File: src/rtl/audclk_pkg.sv
`timescale 1ns/1ps
// Shared types and ratio tables for the audio clock divider.
// Assumes codes are at most 4 bits and ratios fit in 8 bits.
package audclk_pkg;

    localparam int PKG_CODE_W  = 4;
    localparam int PKG_RATIO_W = 8;

    // Which ratio table a lookup instance implements
    typedef enum logic [1:0] {
        TBL_UNIFIED  = 2'd0,
        TBL_LEG_BCLK = 2'd1,
        TBL_LEG_MCLK = 2'd2
    } ratio_tbl_e;

    // Map a code to its divide ratio; 0 means the code is not allowed
    function automatic logic [PKG_RATIO_W-1:0] ratio_of(ratio_tbl_e tbl,
                                                        logic [PKG_CODE_W-1:0] code);
        logic [PKG_RATIO_W-1:0] r;
        r = '0;
        case (tbl)
            TBL_UNIFIED: begin
                case (code)
                    4'd1:  r = 8'd1;
                    4'd2:  r = 8'd2;
                    4'd3:  r = 8'd4;
                    4'd4:  r = 8'd6;
                    4'd5:  r = 8'd8;
                    4'd6:  r = 8'd12;
                    4'd7:  r = 8'd16;
                    4'd8:  r = 8'd24;
                    4'd9:  r = 8'd32;
                    4'd10: r = 8'd48;
                    4'd11: r = 8'd64;
                    4'd12: r = 8'd96;
                    4'd13: r = 8'd128;
                    4'd14: r = 8'd176;
                    4'd15: r = 8'd192;
                    default: r = 8'd0;
                endcase
            end
            TBL_LEG_BCLK: begin
                case (code)
                    4'd0: r = 8'd2;
                    4'd1: r = 8'd4;
                    4'd2: r = 8'd6;
                    4'd3: r = 8'd8;
                    4'd4: r = 8'd12;
                    4'd5: r = 8'd16;
                    default: r = 8'd0;
                endcase
            end
            TBL_LEG_MCLK: begin
                case (code)
                    4'd0: r = 8'd1;
                    4'd1: r = 8'd2;
                    4'd2: r = 8'd4;
                    4'd3: r = 8'd6;
                    4'd4: r = 8'd8;
                    4'd5: r = 8'd12;
                    4'd6: r = 8'd16;
                    4'd7: r = 8'd24;
                    default: r = 8'd0;
                endcase
            end
            default: r = 8'd0;
        endcase
        return r;
    endfunction

endpackage

File: src/rtl/audclk_ratio_lut.sv
`timescale 1ns/1ps
// Combinational code-to-ratio decoder for one table variant.
// Assumes CODE_W <= 4 and RATIO_W >= 8; a zero ratio marks an invalid code.
module audclk_ratio_lut
    import audclk_pkg::*;
#(
    parameter ratio_tbl_e TBL     = TBL_UNIFIED,
    parameter int         CODE_W  = PKG_CODE_W,
    parameter int         RATIO_W = PKG_RATIO_W
) (
    input  logic [CODE_W-1:0]  code,
    output logic [RATIO_W-1:0] ratio
);

    logic [PKG_CODE_W-1:0] code_ext;

    // Widen or trim the code to the table index width
    always_comb code_ext = PKG_CODE_W'(code);

    // Look up the ratio in the selected table
    always_comb ratio = RATIO_W'(ratio_of(TBL, code_ext));

endmodule

File: src/rtl/audclk_div_core.sv
`timescale 1ns/1ps
// Ratio-driven clock divider stage.
// Counts enabled cycles 0..ratio-1, with the level high for the first half.
// A requested ratio is adopted only at a wrap or from the stopped state;
// a zero request stops the stage low. A ratio of 1 passes clk through.
// Assumes ratios other than 1 are even.
module audclk_div_core #(
    parameter int RATIO_W = 8
) (
    input  logic               clk,
    input  logic               rst_n,
    input  logic               cnt_en,
    input  logic [RATIO_W-1:0] ratio_req,
    output logic               level_o,
    output logic               tick_o,
    output logic               err_o
);

    localparam logic [RATIO_W-1:0] ONE = RATIO_W'(1);

    logic [RATIO_W-1:0] ratio_q;
    logic [RATIO_W-1:0] cnt_q;
    logic               run_q;
    logic               err_q;
    logic               req_ok;
    logic               at_wrap;
    logic               half_hi;

    // Request validity and end-of-period detection
    always_comb begin
        req_ok  = (ratio_req != '0);
        at_wrap = (cnt_q == ratio_q - ONE);
        half_hi = (cnt_q < (ratio_q >> 1));
    end

    // Period counter with ratio adoption at the wrap point
    always_ff @(posedge clk) begin
        if (!rst_n) begin
            run_q   <= 1'b0;
            ratio_q <= '0;
            cnt_q   <= '0;
        end else if (cnt_en) begin
            if (!run_q || at_wrap) begin
                cnt_q <= '0;
                if (req_ok) begin
                    run_q   <= 1'b1;
                    ratio_q <= ratio_req;
                end else begin
                    run_q   <= 1'b0;
                    ratio_q <= '0;
                end
            end else begin
                cnt_q <= cnt_q + ONE;
            end
        end
    end

    // Registered invalid-code flag
    always_ff @(posedge clk) begin
        if (!rst_n) err_q <= 1'b0;
        else        err_q <= !req_ok;
    end

    // Output level, period-start pulse and error flag
    always_comb begin
        if (run_q && ratio_q == ONE) level_o = clk;
        else                         level_o = run_q && half_hi;
        tick_o = run_q && cnt_en && (cnt_q == '0);
        err_o  = err_q;
    end

endmodule

File: src/rtl/audclk_divider.sv
`timescale 1ns/1ps
// Audio clock divider top: master clock and bit clock from the module clock.
// LEGACY=0: one shared 4-bit table, both stages count module cycles.
// LEGACY=1: separate short tables, and the bit-clock stage counts
//           master-clock ticks. The gate masks only the master-clock pin.
module audclk_divider
    import audclk_pkg::*;
#(
    parameter bit LEGACY  = 1'b0,
    parameter int CODE_W  = PKG_CODE_W,
    parameter int RATIO_W = PKG_RATIO_W
) (
    input  logic              clk,
    input  logic              rst_n,
    input  logic [CODE_W-1:0] mclk_code,
    input  logic [CODE_W-1:0] bclk_code,
    input  logic              mclk_gate_en,
    output logic              mclk_o,
    output logic              mclk_tick,
    output logic              bclk_o,
    output logic              bclk_tick,
    output logic              mclk_code_err,
    output logic              bclk_code_err
);

    localparam ratio_tbl_e MCLK_TBL = LEGACY ? TBL_LEG_MCLK : TBL_UNIFIED;
    localparam ratio_tbl_e BCLK_TBL = LEGACY ? TBL_LEG_BCLK : TBL_UNIFIED;

    logic [RATIO_W-1:0] m_ratio;
    logic [RATIO_W-1:0] b_ratio;
    logic               m_level;
    logic               m_tick;
    logic               b_en;

    audclk_ratio_lut #(.TBL(MCLK_TBL), .CODE_W(CODE_W), .RATIO_W(RATIO_W)) i_mclk_lut (
        .code  (mclk_code),
        .ratio (m_ratio)
    );

    audclk_ratio_lut #(.TBL(BCLK_TBL), .CODE_W(CODE_W), .RATIO_W(RATIO_W)) i_bclk_lut (
        .code  (bclk_code),
        .ratio (b_ratio)
    );

    audclk_div_core #(.RATIO_W(RATIO_W)) i_mclk_div (
        .clk       (clk),
        .rst_n     (rst_n),
        .cnt_en    (1'b1),
        .ratio_req (m_ratio),
        .level_o   (m_level),
        .tick_o    (m_tick),
        .err_o     (mclk_code_err)
    );

    // Bit-clock count source: master ticks (legacy) or every module cycle
    generate
        if (LEGACY) begin : g_cascade
            always_comb b_en = m_tick;
        end else begin : g_direct
            always_comb b_en = 1'b1;
        end
    endgenerate

    audclk_div_core #(.RATIO_W(RATIO_W)) i_bclk_div (
        .clk       (clk),
        .rst_n     (rst_n),
        .cnt_en    (b_en),
        .ratio_req (b_ratio),
        .level_o   (bclk_o),
        .tick_o    (bclk_tick),
        .err_o     (bclk_code_err)
    );

    // Gate the master clock onto its pin; the tick stays ungated
    always_comb begin
        mclk_o    = mclk_gate_en && m_level;
        mclk_tick = m_tick;
    end

endmodule

File: config.mk
export PLATFORM = sky130hd
export DESIGN_NAME = audclk_divider
export DESIGN_NICKNAME = d
export VERILOG_FILES = /design/src/rtl/audclk_pkg.sv /design/src/rtl/audclk_ratio_lut.sv /design/src/rtl/audclk_div_core.sv /design/src/rtl/audclk_divider.sv
export SDC_FILE = /design/constraint.sdc
export NUM_CORES = 1
export LEC_CHECK = 0
export BUFFER_PORTS_ARGS = -buffer_cell sky130_fd_sc_hd__buf_2
export CORE_MARGIN = 1.5
export CORE_UTILIZATION = 55
export CTS_BUF_LIST = sky130_fd_sc_hd__clkbuf_16
export CTS_CLUSTER_SIZE = 16
export DETAILED_ROUTE_END_ITERATION = 8
export HOLD_SLACK_MARGIN = 0.1
export PLACE_DENSITY = 0.69
export SLEW_MARGIN = 20
export SYNTH_ARGS = -nofsm -noshare
export SYNTH_HDL_FRONTEND = slang
export SYNTH_SLANG_ARGS = --single-unit
File: constraint.sdc
create_clock -name clk -period 4.72 [get_ports clk]
set_input_delay 0.944 -clock clk [delete_from_list [all_inputs] [get_ports clk]]
set_output_delay 0.944 -clock clk [all_outputs]
set_load 0.05 [all_outputs]
## After elaboration in Yosys (flattened, before gate mapping)

Memory sizes are Yosys's and may differ from the RTL's.
Cells that the tools add are included.
W data, S select, Z words.

- Flip-flop bits (word level): 36
- ROM bits: 256
- Bits of input ports: 11
- Logic and storage cells: 46
- Memories: 2

- Add/sub/neg operators: 4
- Magnitude comparators: 2
- Equal/unequal tests: 4
- Mux-type cells: 6
- Bitwise logic cells: 1
- Reduce and logical (&&, ||, !) cells: 19

Memories:

| memory | words | bits a word | read ports | clocked after Yosys merged registers in | wr ports | line | RTL |
|---|---|---|---|---|---|---|---|
| (name not given) | 16 | 8 | 1 | 0 | 0 | audclk_pkg.sv:23 | `case (code)` |
| (name not given) | 16 | 8 | 1 | 0 | 0 | audclk_pkg.sv:23 |  |

Operators with widths:

| kind | count |
|---|---|
| $add A8 B1 Y8 const B | 2 |
| $eq A8 B1 Y1 const B | 2 |
| $eq A8 B8 Y1 | 2 |
| $logic_not A8 Y1 | 2 |
| $lt A8 B7 Y1 | 2 |
| $mux W8 | 2 |
| $reduce_bool A8 Y1 | 2 |
| $sub A8 B1 Y8 const B | 2 |
| $logic_and A1 B1 Y1 | 7 |
| $logic_not A1 Y1 | 4 |
| $mux W1 | 4 |
| $reduce_or A2 Y1 | 2 |
| $logic_or A1 B1 Y1 | 2 |
| $not A1 Y1 | 1 |

## Logic depth before layout (Yosys ltp)

Gate-level depths: netlist of the first run.

- Depth in word-level cells: 4
- Mapped depth: 9
- Gate-level depth less buffers: 8

## Cells and area by module

From an unflattened synthesis of the first run, not the netlist that was laid out.

- Cell total of the unflattened synthesis: 355
- Area, all modules: 3091.7 µm²

By module, submodules not included:

| module | times used | cells each | area each (µm²) |
|---|---|---|---|
| audclk_div_core | 2 | 148 | 1310.0 |
| audclk_ratio_lut at i_mclk_lut | 1 | 29 | 235.2 |
| audclk_ratio_lut at i_bclk_lut | 1 | 28 | 226.5 |
| audclk_divider | 1 | 2 | 10.0 |

==> results of run 1 <==
-- layer usage --
metal,global-route usage,vias up
met4,0.07937,0
li1,-,1269
met5,0,-
met3,0.06614,10
met2,0.3596,55
met1,0.3215,1157
-- synth_stat cells (3+ instances only) --
cell / number / area (um^2)
o311ai_1: 5 / 43.79
nand2_1: 36 / 135.1
nor4b_1: 3 / 26.28
o21ai_0: 10 / 50.05
clkbuf_1: 8 / 30.03
nor3_1: 5 / 25.02
o211ai_1: 3 / 22.52
and2_1: 3 / 18.77
nor2_1: 28 / 105.1
nand3_1: 22 / 110.1
a21boi_0: 3 / 22.52
nand4_1: 3 / 18.77
o21ai_1: 3 / 15.01
inv_1: 33 / 123.9
o22ai_1: 13 / 81.33
a21oi_1: 5 / 25.02
nand3b_1: 3 / 22.52
and4_1: 3 / 26.28
mux2i_1: 4 / 40.04
ha_1: 30 / 375.4
xnor2_1: 17 / 148.9
nand2b_1: 6 / 37.54
nor4_1: 3 / 18.77
xor2_1: 17 / 148.9
dfxtp_1: 36 / 720.7
o21a_1: 5 / 37.54
and3_1: 5 / 31.28
-- how the worst max path moves through the flow --
stage,from,end,slack (ps),cells past startpoint
finish,clk,mclk_o,640,5
global route,clk,mclk_o,620,5
CTS,clk,mclk_o,640,5
detailed placement,clk,mclk_o,920,3
global placement,clk,mclk_o,920,3
floorplan,clk,bclk_o,870,2
-- power by group through the flow --
stage	Clock [mW]	Sequential (mW)	Combinational, mW
after floorplan	0.0158	0.350	0.191
after global placement	0.0186	0.357	0.227
after detailed placement	0.0186	0.358	0.230
after CTS	0.519	0.351	0.233
after global routing	0.539	0.355	0.259
final	0.513	0.352	0.232
-- worst register-to-register path: stages (launching register included) --
cell	delay (ps)
dfxtp_1	450
inv_1	80
ha_1	230
and2_1	190
o21a_1	180
o31ai_1	250
nand4_2	240
o21ai_1	730
o22ai_1	180
-- area by class of cell --
class	count	area [um^2]
Fill cell	474	1839
Tap cell	70	87.58
Sequential cell	36	720.7
Multi-Input combinational cell	272	1982
Clock buffer	11	235.2
Timing Repair Buffer	14	70.07
Inverter	33	123.9
Clock inverter	3	16.27
-- logic make-up after synthesis --
logic type,count (synthesis),synth area share
mux,5,0.01779
simple gates,132,0.2482
buf+inv,45,0.06291
compound gates,69,0.1766
xor+xnor,36,0.1145
flops,36,0.2499
fa+ha+maj,30,0.1302
-- registers in the layout, indices dropped and copies added (netlist names) --
name	flops
i_mclk_div.run_q	1
i_bclk_div.run_q	1
i_mclk_div.err_o	1
i_mclk_div.ratio_q	8
i_bclk_div.ratio_q	8
i_bclk_div.err_o	1
i_mclk_div.cnt_q	8
i_bclk_div.cnt_q	8
==> reports/metrics.yaml, run 1 <==
status:
  status: "complete, no violations"
timing:
  drv_slew: 0
  setup_slack_ps: 639.7
  hold_violations: 0
  tightest_slew_ps: 835.0
  rsz0062_at_grt: "false"
  setup_violations: 0
  slew_headroom: 0.4396
  setup_tns_ps: 0
  holdWs_ps: 512.3
  skew_ps: 2.686
route:
  dr.max_layer_used: "met4"
  dr.pass1.iters: 6
  dr_total_vias: 2491
  wirelength_um: 6166
  routed-wl-met3_um: 238
  drc_errors: 0
  dr.first_iter.drc_count: 101
  wl_met2_um: 2865
  vias_per_cell: 5.674
  wirelength_met1_um: 2995
  wl_per_cell_um: 14.05
  ant_nets: 0
hold_path:
  worstHoldEndpoint: "i_bclk_div.ratio_q[1]"
  hp-start: "i_bclk_div.ratio_q[1]"
  hp-class: "reg -> reg"
  hold_depth: 2
setup_path:
  cp_common_cell: "clkbuf_16"
  r2r-start: "i_bclk_div.ratio_q[0]"
  critPathCaptureType: "output pin"
  path_max_fanout: 2
  crit_chain: "clkbuf_16, clkbuf_16, a21o_1, a22o_1, buf_2"
  r2r_end: "i_bclk_div.ratio_q[4]"
  crit_slowest_cell: "buf_2"
  critPathLaunchType: "clock port"
  worst_r2r_path_depth: 8
  path_buf_inv: 3
  rrSetupSlack_ps: 2030
  crit_family: "buffers and inverters"
  worst-endpoint-required_ps: 3780
  critPathKind: "clk -> out"
  cp_data_arrival_time_ps: 3140
  max_stage_delay_ps: 200
pwr:
  sw_frac_of_total: 0.3088
  power_switching_uw: 338.5
  combPwrFrac: 0.211
  seqPwrFrac: 0.321
  finalPower_mw: 1.096
  clkPwrFrac: 0.468
  p_per_area_nw_per_um2: 338.8
  irDropWorstVdd_uv: 228.3
  p_leak_nw: 1.345
  p_int_uw: 757.7
floorplan:
  dieHeight_um: 75.42
  die_x_um: 75.42
  fp.dieArea_um2: 5687
  io_pins: 17
  core_region_area_um2: 5075
  rows: 26
  start_util: 0.5683
synthesis:
  ys_async_sr_fraction: 0
  syn_avg_cell_area_um2: 8.170
  ys_ff_latch: 36
  synth_edf_count: 0
  ys_seq_area_frac: 0.2499
  syn_inst: 353
  ys.flop_type: "dfxtp_1"
  synth_nets: 394
  synth_cell_types: 58
  ys_warn_count: 0
  synth_area_um2: 2884
placement:
  place_ws_ps: 923.2
  place_area_um2: 2994
  gp_congestion: 0.8455
  hpwl_um: 4501
  dp_cells: 427
  portBuffers: 16
final_layout:
  design_area_um2: 3236
  final_nets: 409
  final_cells: 439
  n_antenna_cell: 0
  utilization: 0.6376
  drive_above_1_share: 0.1165
  syn2layout_area_growth_pct: 12.19
  most-common-layout-cells: "nand2_1, dfxtp_1, inv_1, ha_1, nor2_1"
global_route:
  grt_pass1_wl_um: 10240
  antenna_found_initial: 0
  grt_pass1_vias: 2239
  track_usage: 0.2360
  grt_max_degree: 20
  grt_overflow: 0
clocking:
  cts_hold_buf: 0
  clock_latency_ps: 390
  post-cts-setup-buffer-count: 0
  cts_resized: 0
  path_clk_slew_ps: 50
  cts_tree: "built"
job:
  drv_cap: 0
No activity file was read; power rests on OpenSTA's default activity.
==> run 2, diff against run 1 <==
--- a/config.mk
+++ b/config.mk
@@ -16,4 +16,5 @@
 export SLEW_MARGIN = 20
 export SYNTH_ARGS = -nofsm -noshare
 export SYNTH_HDL_FRONTEND = slang
+export SYNTH_HIERARCHICAL = 1
 export SYNTH_SLANG_ARGS = --single-unit
==> run 2 against run 1 <==
Register-to-register slack better by 340 ps; synthesized cell count is 0.57% higher; via count is 3.8% lower; highest routed layer unchanged; die area is 6.9% higher; count of clock-buffer cells in the layout stayed put; non-clock buffer count stayed put.
==> reports/metrics.yaml, run 2 <==
timing:
  slew_headroom: 0.5368
  tightest_slew_ps: 694.9
  setup_violations: 0
  rsz0062_at_grt: "false"
  drv_slew: 0
  holdWs_ps: 494.4
  hold_violations: 0
  skew_ps: 2.820
  setup_tns_ps: 0
route:
  drc_errors: 0
  wirelength_met1_um: 3008
  routed-wl-met3_um: 212
  wl_met2_um: 2782
  wirelength_um: 6165
  dr.first_iter.drc_count: 127
  vias_per_cell: 5.423
  ant_nets: 0
  dr.pass1.iters: 4
  wl_per_cell_um: 13.95
  dr.max_layer_used: "met4"
  dr_total_vias: 2397
placement:
  portBuffers: 16
  place_area_um2: 3139
  gp_congestion: 0.8424
  hpwl_um: 4345
synthesis:
  syn_inst: 355
  synth_top_area_cell: "dfxtp_1"
  synth.most_common_cell: "nand2_1"
  ys.flop_type: "dfxtp_1"
  syn_avg_cell_area_um2: 8.709
  synth_cell_types: 48
  ys_ff_latch: 36
  synth_edf_count: 0
  synth_area_um2: 3092
  synthTopCellsByArea: "dfxtp_1, ha_1, mux2i_1"
  synthTopCellsByCount: "nand2_1, dfxtp_1, ha_1"
  yosysTopAreaCellShare: 0.2331
  ys_async_sr_fraction: 0
  ys_warn_count: 6
  ys_seq_area_frac: 0.2331
clocking:
  cts_resized: 0
  cts_tree: "built"
  post-cts-setup-buffer-count: 0
  clock_latency_ps: 390
  path_clk_slew_ps: 50
  cts_hold_buf: 0
final_layout:
  n_antenna_cell: 0
  final_common_cell: "nand2_1"
  syn2layout_area_growth_pct: 9.106
  utilization: 0.6164
  final_nets: 413
  drive_above_1_share: 0.1514
  fillers: 518
  design_area_um2: 3373
  most-common-layout-cells: "nand2_1, dfxtp_1, inv_1, ha_1, mux2i_1"
floorplan:
  start_util: 0.5649
  core_region_area_um2: 5473
  io_pins: 17
  die_x_um: 77.98
  fp.dieArea_um2: 6080
  dieHeight_um: 77.98
  rows: 27
global_route:
  grt_pass1_vias: 2370
  grt_max_degree: 41
  grt_overflow: 0
  grt_pass1_wl_um: 10830
  antenna_found_initial: 0
  track_usage: 0.2294
setup_path:
  crit_slowest_cell: "buf_2"
  path_max_fanout: 2
  critPathLaunchType: "clock port"
  max_stage_delay_ps: 210
  worst-endpoint-required_ps: 3780
  rrSetupSlack_ps: 2370
  critPathCaptureType: "output pin"
  crit_chain: "clkbuf_16, clkbuf_16, mux2i_1, a31oi_1, and2_1, buf_2"
  cp_common_cell: "clkbuf_16"
  cp_data_arrival_time_ps: 3160
  critPathKind: "clk -> out"
hold_path:
  hp-class: "reg -> reg"
pwr:
  finalPower_uw: 978.4
  irDropWorstVdd_uv: 150.0
  p_leak_nw: 1.446
  p_per_area_nw_per_um2: 290.0
status:
  status: "complete, no violations"
job:
  drv_cap: 0
## run 2: changes by cell type in the layout (fill, tap and decap cells not counted), moves of 4 or more
cell	previous run	this run
a21oi_1	5	10
conb_1	0	4
mux2i_1	4	21
nand2_1	36	50
nand2b_1	6	11
nand3_1	22	10
nor2_1	28	14
nor3_2	1	12
o21a_1	5	0
o21ai_0	10	2
o22ai_1	13	6
o311ai_1	5	0
xnor2_1	17	10
## run 2: final timing paths
| kind | cells past startpoint | start | to |
|---|---|---|---|
| max | 6 | clk | mclk_o |
| min | 2 | i_mclk_div/ratio_q[6] | i_mclk_div/ratio_q[6] |
| max reg2reg | 8 | i_bclk_div/ratio_q[0] | i_bclk_div/ratio_q[5] |
| min reg2reg | 2 | i_mclk_div/ratio_q[6] | i_mclk_div/ratio_q[6] |
## run 2: final cells by class
cell class | instances | area [um^2] | share of cell area
clock buffers | 11 | 235.2 | 0.06973
clock inverters | 2 | 8.758 | 0.002596
inverters | 31 | 116.4 | 0.03450
multi-input cells | 276 | 2132 | 0.6320
flip-flops and latches | 36 | 720.7 | 0.2136
well taps | 72 | 90.09 | 0.02671
repair buffers | 14 | 70.07 | 0.02077
## run 2: per-stage QoR
stage | instances | setup slack [ps]
CTS | 442 | 614.0
finish | 442 | 615.8
detailed placement | 431 | 945.8
floorplan | 358 | 969.3
global placement | 431 | 945.8
global route | 442 | 588.7
## run 2: per-layer routing
layer	GRT usage	vias up
met5	0	-
met4	0.1196	0
met3	0.05765	15
met2	0.3548	44
met1	0.2928	1096
li1	-	1242
## run 2: critical path, delay by kind of cell
family | cells | cell delay (ps)
AO/OA/AOI/OAI | 1 | 60
buffers and inverters | 3 | 470
multiplexers | 1 | 110
AND/OR/NAND/NOR | 1 | 150
## run 2: cell families after synthesis
family / Yosys count / synth area share
and+or+nand+nor: 143 / 0.2821
buffers and inverters: 46 / 0.08094
AOI/OAI and AO/OA: 44 / 0.1048
DFF: 36 / 0.2331
adders and majority gates: 32 / 0.1295
xor gates and xnor gates: 32 / 0.1004
muxes: 21 / 0.06799
other: 1 / 0.001213
## run 2: power breakdown
group / internal [mW] / total, mW / switching [mW] / leakage (nW)
Sequential: 0.313 / 0.328 / 0.0143 / 0.292
Clock: 0.337 / 0.491 / 0.154 / 0.156
Combinational: 0.0666 / 0.160 / 0.0935 / 0.998
Total: 0.717 / 0.978 / 0.262 / 1.45
==> run 3, diff against run 2 <==
--- a/config.mk
+++ b/config.mk
@@ -5,15 +5,14 @@
 export SDC_FILE = /design/constraint.sdc
 export NUM_CORES = 1
 export LEC_CHECK = 0
-export BUFFER_PORTS_ARGS = -buffer_cell sky130_fd_sc_hd__buf_2
 export CORE_MARGIN = 1.5
 export CORE_UTILIZATION = 55
 export CTS_BUF_LIST = sky130_fd_sc_hd__clkbuf_16
 export CTS_CLUSTER_SIZE = 16
 export DETAILED_ROUTE_END_ITERATION = 8
+export DONT_BUFFER_PORTS = 1
 export HOLD_SLACK_MARGIN = 0.1
-export PLACE_DENSITY = 0.69
-export SLEW_MARGIN = 20
+export PLACE_DENSITY = 0.66
 export SYNTH_ARGS = -nofsm -noshare
 export SYNTH_HDL_FRONTEND = slang
 export SYNTH_HIERARCHICAL = 1
==> run 3 against run 2 <==
Largest power group unchanged; clock skew rose by 0.76 ps; wire length down 4.0%; sequential share of layout area increased by 0.52 points; critical path depth decreased by 1; core utilization shrank 1.5 points; sequential cell count did not move; register-to-register slack about the same; critical path type unchanged; non-clock buffer count is 14 lower; combinational power down 14%; sequential power increased by 2%; clock power decreased by 1%; highest routed layer unchanged.
==> reports/metrics.yaml, run 3 (synthesis gave the netlist of run 2 again) <==
status:
  status: "complete, no violations"
clocking:
  path_clk_slew_ps: 50
  cts_resized: 0
  cts_tree: "built"
  clock_latency_ps: 390
  cts_hold_buf: 0
  post-cts-setup-buffer-count: 0
route:
  drc_errors: 0
  dr_total_vias: 2374
  wirelength_um: 5918
  dr.first_iter.drc_count: 102
  ant_nets: 0
  wl_per_cell_um: 13.89
  dr.pass1.iters: 4
  vias_per_cell: 5.573
setup_path:
  crit_slowest_cell: "and2_1"
  critPathKind: "clk -> out"
  crit_chain: "clkbuf_16, clkbuf_16, mux2i_1, a31oi_1, and2_1"
  path_max_fanout: 2
  max_stage_delay_ps: 310
  cp_data_arrival_time_ps: 3100
  path_buf_inv: 2
  critPathLaunchType: "clock port"
  critPathCaptureType: "output pin"
  worst-endpoint-required_ps: 3780
  cp_common_cell: "clkbuf_16"
  crit_family: "simple AND/OR/NAND/NOR gates"
final_layout:
  syn2layout_area_growth_pct: 6.516
  most-common-layout-cells: "nand2_1, dfxtp_1, inv_1, ha_1, mux2i_1"
  utilization: 0.6017
  n_antenna_cell: 0
  final_common_cell: "nand2_1"
  final_cells: 426
  final_nets: 397
  drive_above_1_share: 0.1130
  fillers: 498
global_route:
  grt_max_degree: 41
  grt_overflow: 0
  grt_pass1_vias: 2314
  antenna_found_initial: 0
  track_usage: 0.2168
  grt_pass1_wl_um: 10450
floorplan:
  fp.dieArea_um2: 6080
  start_util: 0.5649
  dieHeight_um: 77.98
  io_pins: 17
  core_region_area_um2: 5473
  die_x_um: 77.98
  rows: 27
placement:
  portBuffers: 0
  dp_cells: 415
  gp_congestion: 0.8309
  hpwl_um: 4288
timing:
  drv_slew: 0
  rsz0062_at_grt: "false"
  holdWs_ps: 488.2
  skew_ps: 3.580
  slew_headroom: 0.2226
  tightest_slew_ps: 1161
  setup_violations: 0
  hold_violations: 0
  setup_tns_ps: 0
pwr:
  irDropWorstVdd_uv: 173.5
  p_leak_nw: 1.375
  p_per_area_nw_per_um2: 290.4
hold_path:
  hp-class: "reg -> reg"
job:
  drv_cap: 0
==> run 3: changes by cell type in the layout (fill, tap and decap cells not counted) <==
cell   previous run  this run
buf_2            16         0
==> run 3: metal layers <==
metal  vias up  track usage  part of all wire
li1       1210            -                 -
met5         -            0                 0
met3         8      0.06588             0.038
met4         0       0.1036             0.014
met2        45       0.3391              0.46
met1      1111       0.2701              0.49
==> run 3: area by class of cell <==
cell class,instances,area (um^2),area share
clock buffers,9,225.2,0.06839
clock inverters,2,8.758,0.002660
inverters,31,116.4,0.03533
multi-input cells,276,2132,0.6474
flip-flops and latches,36,720.7,0.2188
well taps,72,90.09,0.02736
==> run 3: worst paths after layout <==
kind                          from                     to  slack (ps)  cells past startpoint
min          i_mclk_div/ratio_q[6]  i_mclk_div/ratio_q[6]         490                      2
max reg2reg  i_mclk_div/ratio_q[0]  i_mclk_div/ratio_q[7]        2360                      8
max                            clk                 mclk_o         680                      5
min reg2reg  i_mclk_div/ratio_q[6]  i_mclk_div/ratio_q[6]         490                      2
==> run 3: per-stage QoR <==
stage                     total power, mW  area (um^2)  worst slack [ps]
after floorplan                    0.4791         3103             969.3
after global placement             0.4815         3059             969.1
after detailed placement           0.4833         3059             969.0
after CTS                          0.9668         3293             660.3
after global routing                1.005         3293             580.3
final                              0.9563         3293             680.6
==> run 3: power by group <==
group / switching (mW) / total, mW / internal, mW
registers: 0.0192 / 0.333 / 0.313
logic: 0.0757 / 0.138 / 0.0623
clock network: 0.150 / 0.486 / 0.336
==> run 3: tightest hold or removal path, cell delays in order (launching register included) <==
cell and delay (ps):
dfxtp_1 320, nand2_1 60, mux2i_1 50
